===== config.mk =====
export PLATFORM = sky130hd
export DESIGN_NAME = cd_timer
export DESIGN_NICKNAME = d
export VERILOG_FILES = /design/src/rtl/cd_timer_pkg.sv /design/src/rtl/cd_timer_presc.sv /design/src/rtl/cd_timer_count.sv /design/src/rtl/cd_timer_pend.sv /design/src/rtl/cd_timer.sv
export SDC_FILE = /design/constraint.sdc
export NUM_CORES = 1
export LEC_CHECK = 0
export BUFFER_PORTS_ARGS = -buffer_cell sky130_fd_sc_hd__buf_2
export CAP_MARGIN = 15
export CELL_PAD_IN_SITES_DETAIL_PLACEMENT = 0
export CELL_PAD_IN_SITES_GLOBAL_PLACEMENT = 1
export CORE_UTILIZATION = 34
export DETAILED_ROUTE_END_ITERATION = 8
export GPL_TIMING_DRIVEN = 0
export HOLD_SLACK_MARGIN = 0.02
export PLACE_DENSITY_LB_ADDON = 0.2
export SLEW_MARGIN = 5
export SYNTH_ARGS = -nofsm -noshare
export SYNTH_HDL_FRONTEND = slang
export SYNTH_SLANG_ARGS = --single-unit

===== constraint.sdc =====
create_clock -name clk -period 3.4 [get_ports clk]
set_input_delay 0.34 -clock clk [delete_from_list [all_inputs] [get_ports clk]]
set_output_delay 0.34 -clock clk [all_outputs]
set_load 0.005 [all_outputs]

===== src/rtl/cd_timer_pkg.sv =====
package cd_timer_pkg;
  typedef enum logic [1:0] {
    RA_INIT = 2'd0,
    RA_CUR  = 2'd1,
    RA_DIV  = 2'd2,
    RA_VEC  = 2'd3
  } reg_addr_e;

  localparam int VB_MASK = 16;
  localparam int VB_PER  = 17;
  localparam int VB_STAT = 12;
  localparam int SHIFT_W = 3;
  localparam int DIV_W   = 4;

  // exponent of the prescaler divide; bit 2 of the setting is unused
  function automatic logic [SHIFT_W-1:0] div_shift(input logic [DIV_W-1:0] cfg);
    logic [SHIFT_W-1:0] sel;
    sel = {cfg[3], cfg[1:0]};
    return sel + 3'd1;
  endfunction
endpackage


===== src/rtl/cd_timer_presc.sv =====
module cd_timer_presc
  import cd_timer_pkg::*;
(
  input  logic             clk,
  input  logic             rst_n,
  input  logic             tick_en,
  input  logic             restart,
  input  logic [DIV_W-1:0] div_cfg,
  output logic             step
);
  localparam int PS_W = (1 << SHIFT_W) - 1;

  logic [SHIFT_W-1:0] sh_q;
  logic [PS_W-1:0]    cnt_q;
  logic [PS_W-1:0]    lim;

  assign lim  = PS_W'((32'd1 << sh_q) - 32'd1);
  assign step = tick_en && (cnt_q == lim);

  always_ff @(posedge clk) begin
    if (!rst_n) begin
      cnt_q <= '0;
      sh_q  <= div_shift('0);
    end else if (restart || step) begin
      cnt_q <= '0;
      sh_q  <= div_shift(div_cfg);
    end else if (tick_en) begin
      cnt_q <= cnt_q + 1'b1;
    end
  end


  step_spacing_chk: assert property (@(posedge clk) disable iff (!rst_n)
    step |=> (sh_q == '0) || !step);

  restart_phase_chk: assert property (@(posedge clk) disable iff (!rst_n)
    restart |=> !step || (sh_q == '0));
endmodule


===== src/rtl/cd_timer_count.sv =====
module cd_timer_count #(
  parameter int CNT_W = 32
) (
  input  logic             clk,
  input  logic             rst_n,
  input  logic             ld,
  input  logic [CNT_W-1:0] ld_val,
  input  logic             step,
  input  logic             periodic,
  output logic [CNT_W-1:0] cur,
  output logic [CNT_W-1:0] init,
  output logic             expire
);
  localparam logic [CNT_W-1:0] ONE = CNT_W'(1);

  assign expire = step && !ld && (cur == ONE);

  always_ff @(posedge clk) begin
    if (!rst_n) begin
      cur  <= '0;
      init <= '0;
    end else if (ld) begin
      cur  <= ld_val;
      init <= ld_val;
    end else if (step && cur != '0) begin
      if (cur == ONE) cur <= periodic ? init : '0;
      else            cur <= cur - ONE;
    end
  end


  load_chk: assert property (@(posedge clk) disable iff (!rst_n)
    ld |=> cur == $past(ld_val));

  zero_init_chk: assert property (@(posedge clk) disable iff (!rst_n)
    (init == '0) |-> (cur == '0));

  oneshot_stick_chk: assert property (@(posedge clk) disable iff (!rst_n)
    (!periodic && cur == '0 && !ld) |=> cur == '0);

  reload_chk: assert property (@(posedge clk) disable iff (!rst_n)
    (expire && periodic) |=> cur == init);
endmodule


===== src/rtl/cd_timer_pend.sv =====
module cd_timer_pend #(
  parameter int PEND_W = 4
) (
  input  logic              clk,
  input  logic              rst_n,
  input  logic              inc,
  input  logic              dec,
  input  logic              clr,
  output logic [PEND_W-1:0] cnt
);
  localparam logic [PEND_W-1:0] MAXV = '1;

  always_ff @(posedge clk) begin
    if (!rst_n || clr) begin
      cnt <= '0;
    end else begin
      case ({inc, dec})
        2'b10:   if (cnt != MAXV) cnt <= cnt + 1'b1;
        2'b01:   if (cnt != '0)   cnt <= cnt - 1'b1;
        default: ;
      endcase
    end
  end


  pend_clear_chk: assert property (@(posedge clk) disable iff (!rst_n)
    clr |=> cnt == '0);

  no_overflow_chk: assert property (@(posedge clk) disable iff (!rst_n)
    (cnt == MAXV && !dec && !clr) |=> cnt == MAXV);
endmodule


===== src/rtl/cd_timer.sv =====
module cd_timer
  import cd_timer_pkg::*;
#(
  parameter int CNT_W  = 32,
  parameter int PEND_W = 4,
  parameter int VEC_W  = 8
) (
  input  logic             clk,
  input  logic             rst_n,
  input  logic             tick_en,
  input  logic             sw_en,
  input  logic             wr_en,
  input  logic [1:0]       addr,
  input  logic [CNT_W-1:0] wdata,
  output logic [CNT_W-1:0] rdata,
  output logic             irq_valid,
  input  logic             irq_ready,
  output logic [VEC_W-1:0] irq_vector
);
  logic [DIV_W-1:0]  div_q;
  logic              mask_q, per_q;
  logic [VEC_W-1:0]  vec_q;
  logic              ld, step, expire, ack, vec_wr;
  logic [CNT_W-1:0]  cur, init;
  logic [PEND_W-1:0] pend;

  assign ld     = wr_en && (addr == RA_INIT);
  assign vec_wr = wr_en && (addr == RA_VEC);

  always_ff @(posedge clk) begin
    if (!rst_n) begin
      div_q  <= '0;
      mask_q <= 1'b1;
      per_q  <= 1'b0;
      vec_q  <= '0;
    end else begin
      if (wr_en && addr == RA_DIV) div_q <= wdata[DIV_W-1:0];
      if (vec_wr) begin
        mask_q <= wdata[VB_MASK] | !sw_en;
        per_q  <= wdata[VB_PER];
        vec_q  <= wdata[VEC_W-1:0];
      end else if (!sw_en) begin
        mask_q <= 1'b1;
      end
    end
  end

  cd_timer_presc u_presc (
    .clk(clk), .rst_n(rst_n), .tick_en(tick_en), .restart(ld),
    .div_cfg(div_q), .step(step)
  );

  cd_timer_count #(.CNT_W(CNT_W)) u_count (
    .clk(clk), .rst_n(rst_n), .ld(ld), .ld_val(wdata), .step(step),
    .periodic(per_q), .cur(cur), .init(init), .expire(expire)
  );

  cd_timer_pend #(.PEND_W(PEND_W)) u_pend (
    .clk(clk), .rst_n(rst_n), .inc(expire), .dec(ack), .clr(!sw_en), .cnt(pend)
  );

  assign irq_valid  = (pend != '0) && !mask_q;
  assign irq_vector = vec_q;
  assign ack        = irq_valid && irq_ready;

  always_comb begin
    rdata = '0;
    case (addr)
      RA_INIT: rdata = init;
      RA_CUR:  rdata = cur;
      RA_DIV:  rdata[DIV_W-1:0] = div_q;
      RA_VEC: begin
        rdata[VB_MASK]   = mask_q;
        rdata[VB_PER]    = per_q;
        rdata[VB_STAT]   = irq_valid;
        rdata[VEC_W-1:0] = vec_q;
      end
      default: ;
    endcase
  end


  sw_mask_chk: assert property (@(posedge clk) disable iff (!rst_n)
    !sw_en |=> mask_q);

  valid_hold_chk: assert property (@(posedge clk) disable iff (!rst_n)
    (irq_valid && !irq_ready && sw_en && !vec_wr) |=> irq_valid);

  reset_mask_chk: assert property (@(posedge clk)
    !rst_n |=> mask_q && !irq_valid);
endmodule


# [Yosys cells after proc, flatten, opt, wreduce, memory -nomap -nowiden]
# Cells that the tools add are included.
[totals] latch_bits=0 ff_bits=92 in_bits=40 mem_count=0 wordCells=67 ramBits=0 rom_bits=0
[op_classes] n_mux=16 add_sub_neg=6 multipliers=0 n_div=0 eq_ne=11 n_reduce_logical=22 magnitude_cmp=0 shift=1 n_bitwise=2
[op_table] cell="$mux W32" count=4
[op_table] cell="$eq A32 B1 Y1 const B" count=1
[op_table] cell="$reduce_bool A32 Y1" count=1
[op_table] cell="$sub A32 B1 Y32 const B" count=1
[op_table] cell="$pmux W14 S2" count=1
[op_table] cell="$pmux W4 S2" count=2
[op_table] cell="$pmux W4 S4" count=1
[op_table] cell="$pmux W4 S3" count=1
[op_table] cell="$logic_and A1 B1 Y1" count=9
[op_table] cell="$mux W4" count=2
[op_table] cell="$add A7 B1 Y7 const B" count=1
[op_table] cell="$eq A7 B7 Y1" count=1
[op_table] cell="$shl A1 B3 Y7 const A" count=1
[op_table] cell="$sub A7 B1 Y7 const B" count=1
[op_table] cell="$eq A2 B2 Y1 const B" count=3
[op_table] cell="$pmux W2 S3" count=1
[op_table] cell="$pmux W3 S2" count=1
[op_table] cell="$add A4 B1 Y4 const B" count=1
[op_table] cell="$eq A2 B1 Y1 const B" count=2
[op_table] cell="$logic_not A1 Y1" count=4
[op_table] cell="$ne A2 B1 Y1 const B" count=2
[op_table] cell="$ne A4 B4 Y1 const B" count=1
[op_table] cell="$reduce_bool A2 Y1" count=2
[op_table] cell="$reduce_bool A4 Y1" count=1
[op_table] cell="11 further kinds" count=13

# [Longest topological paths before layout]
[depth] word_depth=9 ltp_mapped=12 mapped_depth_nobuf=11

# [Hierarchy]
# Synthesis repeated with hierarchy kept, for this count alone.
[hier_totals] cells_unflattened=666 hier_area_um2=5650.4
[by_module_without_submodules] module="cd_timer_count" n_inst=1 cells_per_inst=430 area_each_um2=3560.9 seq_area_each_um2=1281.2
[by_module_without_submodules] module="cd_timer" n_inst=1 cells_per_inst=133 area_each_um2=1176.1 seq_area_each_um2=280.3
[by_module_without_submodules] module="cd_timer_presc" n_inst=1 cells_per_inst=73 area_each_um2=651.9 seq_area_each_um2=200.2
[by_module_without_submodules] module="cd_timer_pend" n_inst=1 cells_per_inst=30 area_each_um2=261.5 seq_area_each_um2=80.1

# [Worst setup path before layout]
# No wires, ideal clock.
[synth_timing] path_type="register to register" startpoint="register u_count.cur[20]" endpoint="register u_pend.cnt[2]" setup_time_ns=0.119 setup_slack_ns=0.394 stages_incl_launch_ff=12 t_arrival_ns=2.887 required_ns=3.281 cell_sequence="dfxtp_1 or4_4 or3_4 nor2_1 nand4_1 o21a_1 xor2_1 ha_1 nand2_1 a2111oi_0 o21a_1 nor3_1"
[synth_between] elab_chain_cells=5
[synth_rtl] item="start, declared" line="cd_timer_count.sv:10" text="output logic [CNT_W-1:0] cur,"
[synth_rtl] item="start signal, assigned" line="cd_timer_count.sv:23" text="cur <= ld_val;"
[synth_rtl] item="start signal, assigned" line="cd_timer_count.sv:26" text="if (cur == ONE) cur <= periodic ? init : '0;"
[synth_rtl] item="start signal, assigned" line="cd_timer_count.sv:27" text="else cur <= cur - ONE;"
[synth_rtl] item="$eq A32 B1 Y1 *" line="cd_timer_count.sv:16" text="assign expire = step && !ld && (cur == ONE);"
[synth_rtl] item="$logic_and A1 B1 Y1 *" line="cd_timer_count.sv:16"
[synth_rtl] item="$eq A2 B2 Y1 / $eq A2 B1 Y1 (equally long branches)" line="cd_timer_pend.sv:17" text="case ({inc, dec})"
[synth_rtl] item="$ne A2 B1 Y1 (no source line) (tied with other cells)"
[synth_rtl] item="$reduce_and A3 Y1 (no source line)"
[synth_rtl] item="end signal, assigned" line="cd_timer_pend.sv:18" text="2'b10: if (cnt != MAXV) cnt <= cnt + 1'b1;"
[synth_rtl] item="end signal, assigned" line="cd_timer_pend.sv:19" text="2'b01: if (cnt != '0) cnt <= cnt - 1'b1;"
[synth_rtl] item="end, declared" line="cd_timer_pend.sv:9" text="output logic [PEND_W-1:0] cnt"
# Mark *: on every way between the ends. The rest lies on a longest branch, timed or not.
# A chain may end at the register's enable or synchronous reset.

# [Worst setup path after layout]
# Ends and elaborated chain as after synthesis.

==> metrics <==
status finished clean; Synth Flop Type dfxtp_1; Post-synth EDFFs 0; GP Congestion 0.870; Post-synth ARST share 0%; DP Area 6000 µm²; Clock Path Buffers 2; Nets 821; internal power 2.51 mW; boundary pin count 81; Worst path slowest cell or4_4; RSZ-0062 raised after global routing no; width of the die 128 µm; slew margin rel. 32.5%; hold crit path type in -> reg; die height 128 µm; Net Switching 1.75 mW; max-cap viol count 0; CTS tree yes; TritonRoute pass-1 iters 6; Final Hold Fails 0; Clock power frac 24.4%; Setup WS post-layout 0.228 ns; Placeable Area 15,300 µm²; distinct cell type count after synthesis 61; Crit path top cell by count nor3_1; DRT Wirelength 19,400 µm; Flop pwr share 31.6%; Combinational Power Share 44.1%; overflow left after global routing 0; vias per inst 5.60; power density cells 670 nW/µm²; CTS buffer count 9; pin count of the biggest net entering global routing 14; CP Class reg -> reg; final instance area 6360 µm²; crit-path leading delay family simple AND/OR/NAND/NOR gates; Root Driver clkbuf_16; Lkg Pwr 2.47 nW; DR vias 5,536; Mapped Nets 731; vias in the first global route 5,232; CP required 3.68 ns; IO buf count 76; cell area after synthesis 5360 µm²; FP Rows 45; YS warnings 0; CTS sink count 92; initial drt markers 404; crit end category register; Peak VDD IR 294 µV; HPWL Detailed 14,200 µm; Post-DRT Antenna Nets 0; Critical R2R Launch u_count.cur[20]; DRC viols 0; worst path bufs/invs 0; worst slew pin tran 1.01 ns; Switching Fraction 41.1%; CP Cell Sequence or4_4, or3_4, nor2_1, nand4_1, o21a_2, xor2_1, ha_1, nand2_1, a2111oi_2, nor3_1, nor3_1; Setup Viol. Count Final 0; Layout Area Growth over Synthesis 18.6%; first-pass GRT wire length 29,800 µm; Seq/Total Area, Yosys 34.4%; die area 16,300 µm²; Tot GR Track Use 24.7%; min Tclk post-route 3.17 ns; Post-Layout Cell Count 989; Inst Count DP 972; Clock Skews 0.00770 ns; Initial Util 35.0%; diodes inserted 0; Max H-tree Level 3; initial antenna violation count 0; crit path from u_count.cur[20]; period utilization 93.3%; pre-CTS WS -0.462 ns; Clock transition at path regs 0.06 ns; Critical Path Max Stage Delay 0.60 ns; WL/cell 19.6 µm; crit path max fanout 7; cts hold-fix bufs 0; Avg Synthesized Cell Area 7.82 µm²; Worst Setup Start Kind register; Final Max Tran Viols 0; CP arrival 3.45 ns; worst skew pair latency 0.36 ns; share of cells above drive strength 1 17.0%; flop and latch count out of synthesis 92; Fmax 315 MHz; Mapped Cells 685; HP Start wdata[16]
-- metal layers --
layer	share of wire (%)	track usage, %	vias up
li1	-	-	2658
met1	45	31.6	2675
met2	48	41.6	178
met3	5.6	4.65	25
met4	1.9	8.12	0
met5	0	0	-
-- cell usage after synthesis (2+ instances only) --
cell type / n / area share [%]
a2111oi_0: 3 / 0.49
a21boi_0: 52 / 7.3
a21o_1: 2 / 0.28
a21oi_1: 18 / 1.7
a22o_1: 7 / 1.1
a22oi_1: 2 / 0.28
a31o_2: 4 / 0.65
a31oi_1: 13 / 1.5
a32o_1: 9 / 1.7
and2_1: 5 / 0.58
and3_1: 5 / 0.58
and4_1: 3 / 0.49
buf_1: 3 / 0.21
buf_2: 7 / 0.65
buf_4: 3 / 0.42
clkbuf_1: 36 / 2.5
dfxtp_1: 92 / 34
ha_1: 6 / 1.4
inv_1: 7 / 0.49
mux2_2: 7 / 1.5
mux2i_1: 27 / 5.0
mux4_2: 4 / 1.7
nand2_1: 136 / 9.5
nand2b_1: 3 / 0.35
nand3_1: 19 / 1.8
nand3b_1: 2 / 0.28
nand4_1: 10 / 1.2
nor2_1: 57 / 4.0
nor2b_1: 8 / 0.93
nor3_1: 22 / 2.1
nor3_2: 2 / 0.37
nor4_1: 10 / 1.2
o211ai_1: 9 / 1.3
o21a_1: 10 / 1.4
o21ai_0: 36 / 3.4
o22ai_1: 3 / 0.35
o2bb2ai_1: 3 / 0.49
o311ai_0: 2 / 0.33
o31ai_1: 3 / 0.42
or3_1: 4 / 0.47
or4_1: 4 / 0.56
or4b_2: 2 / 0.37
xnor2_1: 4 / 0.65
xor2_1: 4 / 0.65
-- final cells by class --
type                    instances  area [µm²]
clock buffers                  12         256
repair buffers                 79         403
inverters                       7        26.3
plain buffers                  49         205
fillers                      1667        8960
multi-input cells             537        3320
flip-flops and latches         92        1840
clock inverters                 2        35.0
well taps                     211         264
-- path summary, 6_finish.rpt --
check                           slack, ns  cells past startpoint          endpoint
worst min-delay path                 0.22                      3            mask_q
worst max-delay path                 0.23                     11     u_pend.cnt[2]
worst min register to register       0.48                      2  u_count.init[21]
worst max register to register       0.23                     11     u_pend.cnt[2]
-- stage by stage --
step / util, % / TNS, ns / hold WS, ns / power, mW
2_1_floorplan: - / 0 / 0.442 / 2.63
3_3_place_gp: 39.2 / -0.355 / 0.463 / 3.15
3_5_place_dp: 39.2 / -0.462 / 0.475 / 3.17
4_1_cts: 41.3 / 0 / 0.209 / 4.24
5_1_grt: 41.5 / 0 / 0.227 / 4.54
6_report: 41.5 / 0 / 0.218 / 4.26
-- cell families (layout without fill, tap and decap cells) --
| kind of cell | after synthesis | count (layout) | synth area share, % |
|---|---|---|---|
| multiplexers | 38 | 38 | 8.20 |
| adder cells (fa/ha/maj) | 6 | 6 | 1.40 |
| flip-flops | 92 | 92 | 34.4 |
| AND/OR/NAND/NOR | 299 | 299 | 26.0 |
| buffers and inverters | 56 | 149 | 4.30 |
| XOR/XNOR | 8 | 8 | 1.31 |
| AO/OA/AOI/OAI | 186 | 186 | 24.4 |
-- cell usage in the layout, fill, tap and decap left out, types with 3 or more instances in the layout --
cell type / instances
a21oi_1: 18
ha_1: 6
inv_1: 7
o2bb2ai_1: 3
xor2_1: 4
buf_4: 6
or4_1: 4
mux2i_1: 27
buf_2: 83
nor3_1: 22
buf_1: 3
a31o_2: 4
or3_1: 4
a31oi_1: 13
nand2_1: 136
o21ai_0: 36
nor2_1: 56
nor2b_1: 8
nor4_1: 7
o22ai_1: 3
a32o_1: 9
nand4_1: 10
mux2_2: 7
and2_1: 5
a22o_1: 7
o211ai_1: 9
mux4_2: 4
xnor2_1: 4
and4_1: 3
and3_1: 5
dfxtp_1: 92
nand2b_1: 3
clkbuf_1: 36
nand3_1: 19
a21boi_0: 52
clkbuf_16: 9
o21a_1: 9
o31ai_1: 3
-- power by group through the flow --
stage / clock network [mW] / registers, mW / logic, mW
after floorplan: 0 / 1.31 / 1.32
final: 1.04 / 1.34 / 1.88
after detailed placement: 0 / 1.36 / 1.82
after CTS: 1.06 / 1.34 / 1.84
after global placement: 0 / 1.35 / 1.80
after global routing: 1.10 / 1.36 / 2.08
-- worst register-to-register path, stage by stage, from the launching register on --
cell	delay [ns]
dfxtp_1	0.38
or4_4	0.60
or3_4	0.38
nor2_1	0.12
nand4_1	0.22
o21a_2	0.32
xor2_1	0.14
ha_1	0.21
nand2_1	0.08
a2111oi_2	0.40
nor3_1	0.08
nor3_1	0.16
-- sequential cells by signal, indices dropped and copies added (netlist names) --
name,flops
irq_vector,8
u_count.init,32
u_count.cur,32
mask_q,1
div_q,4
per_q,1
u_presc.sh_q,3
u_pend.cnt,4
u_presc.cnt_q,7
-- timing repair --
item                       CTS  global route
pin swaps                    1             1
setup endpoints to repair    1             3
buffers inserted             1             2
resized for setup            3             7
No activity file was read; power rests on OpenSTA's default activity.
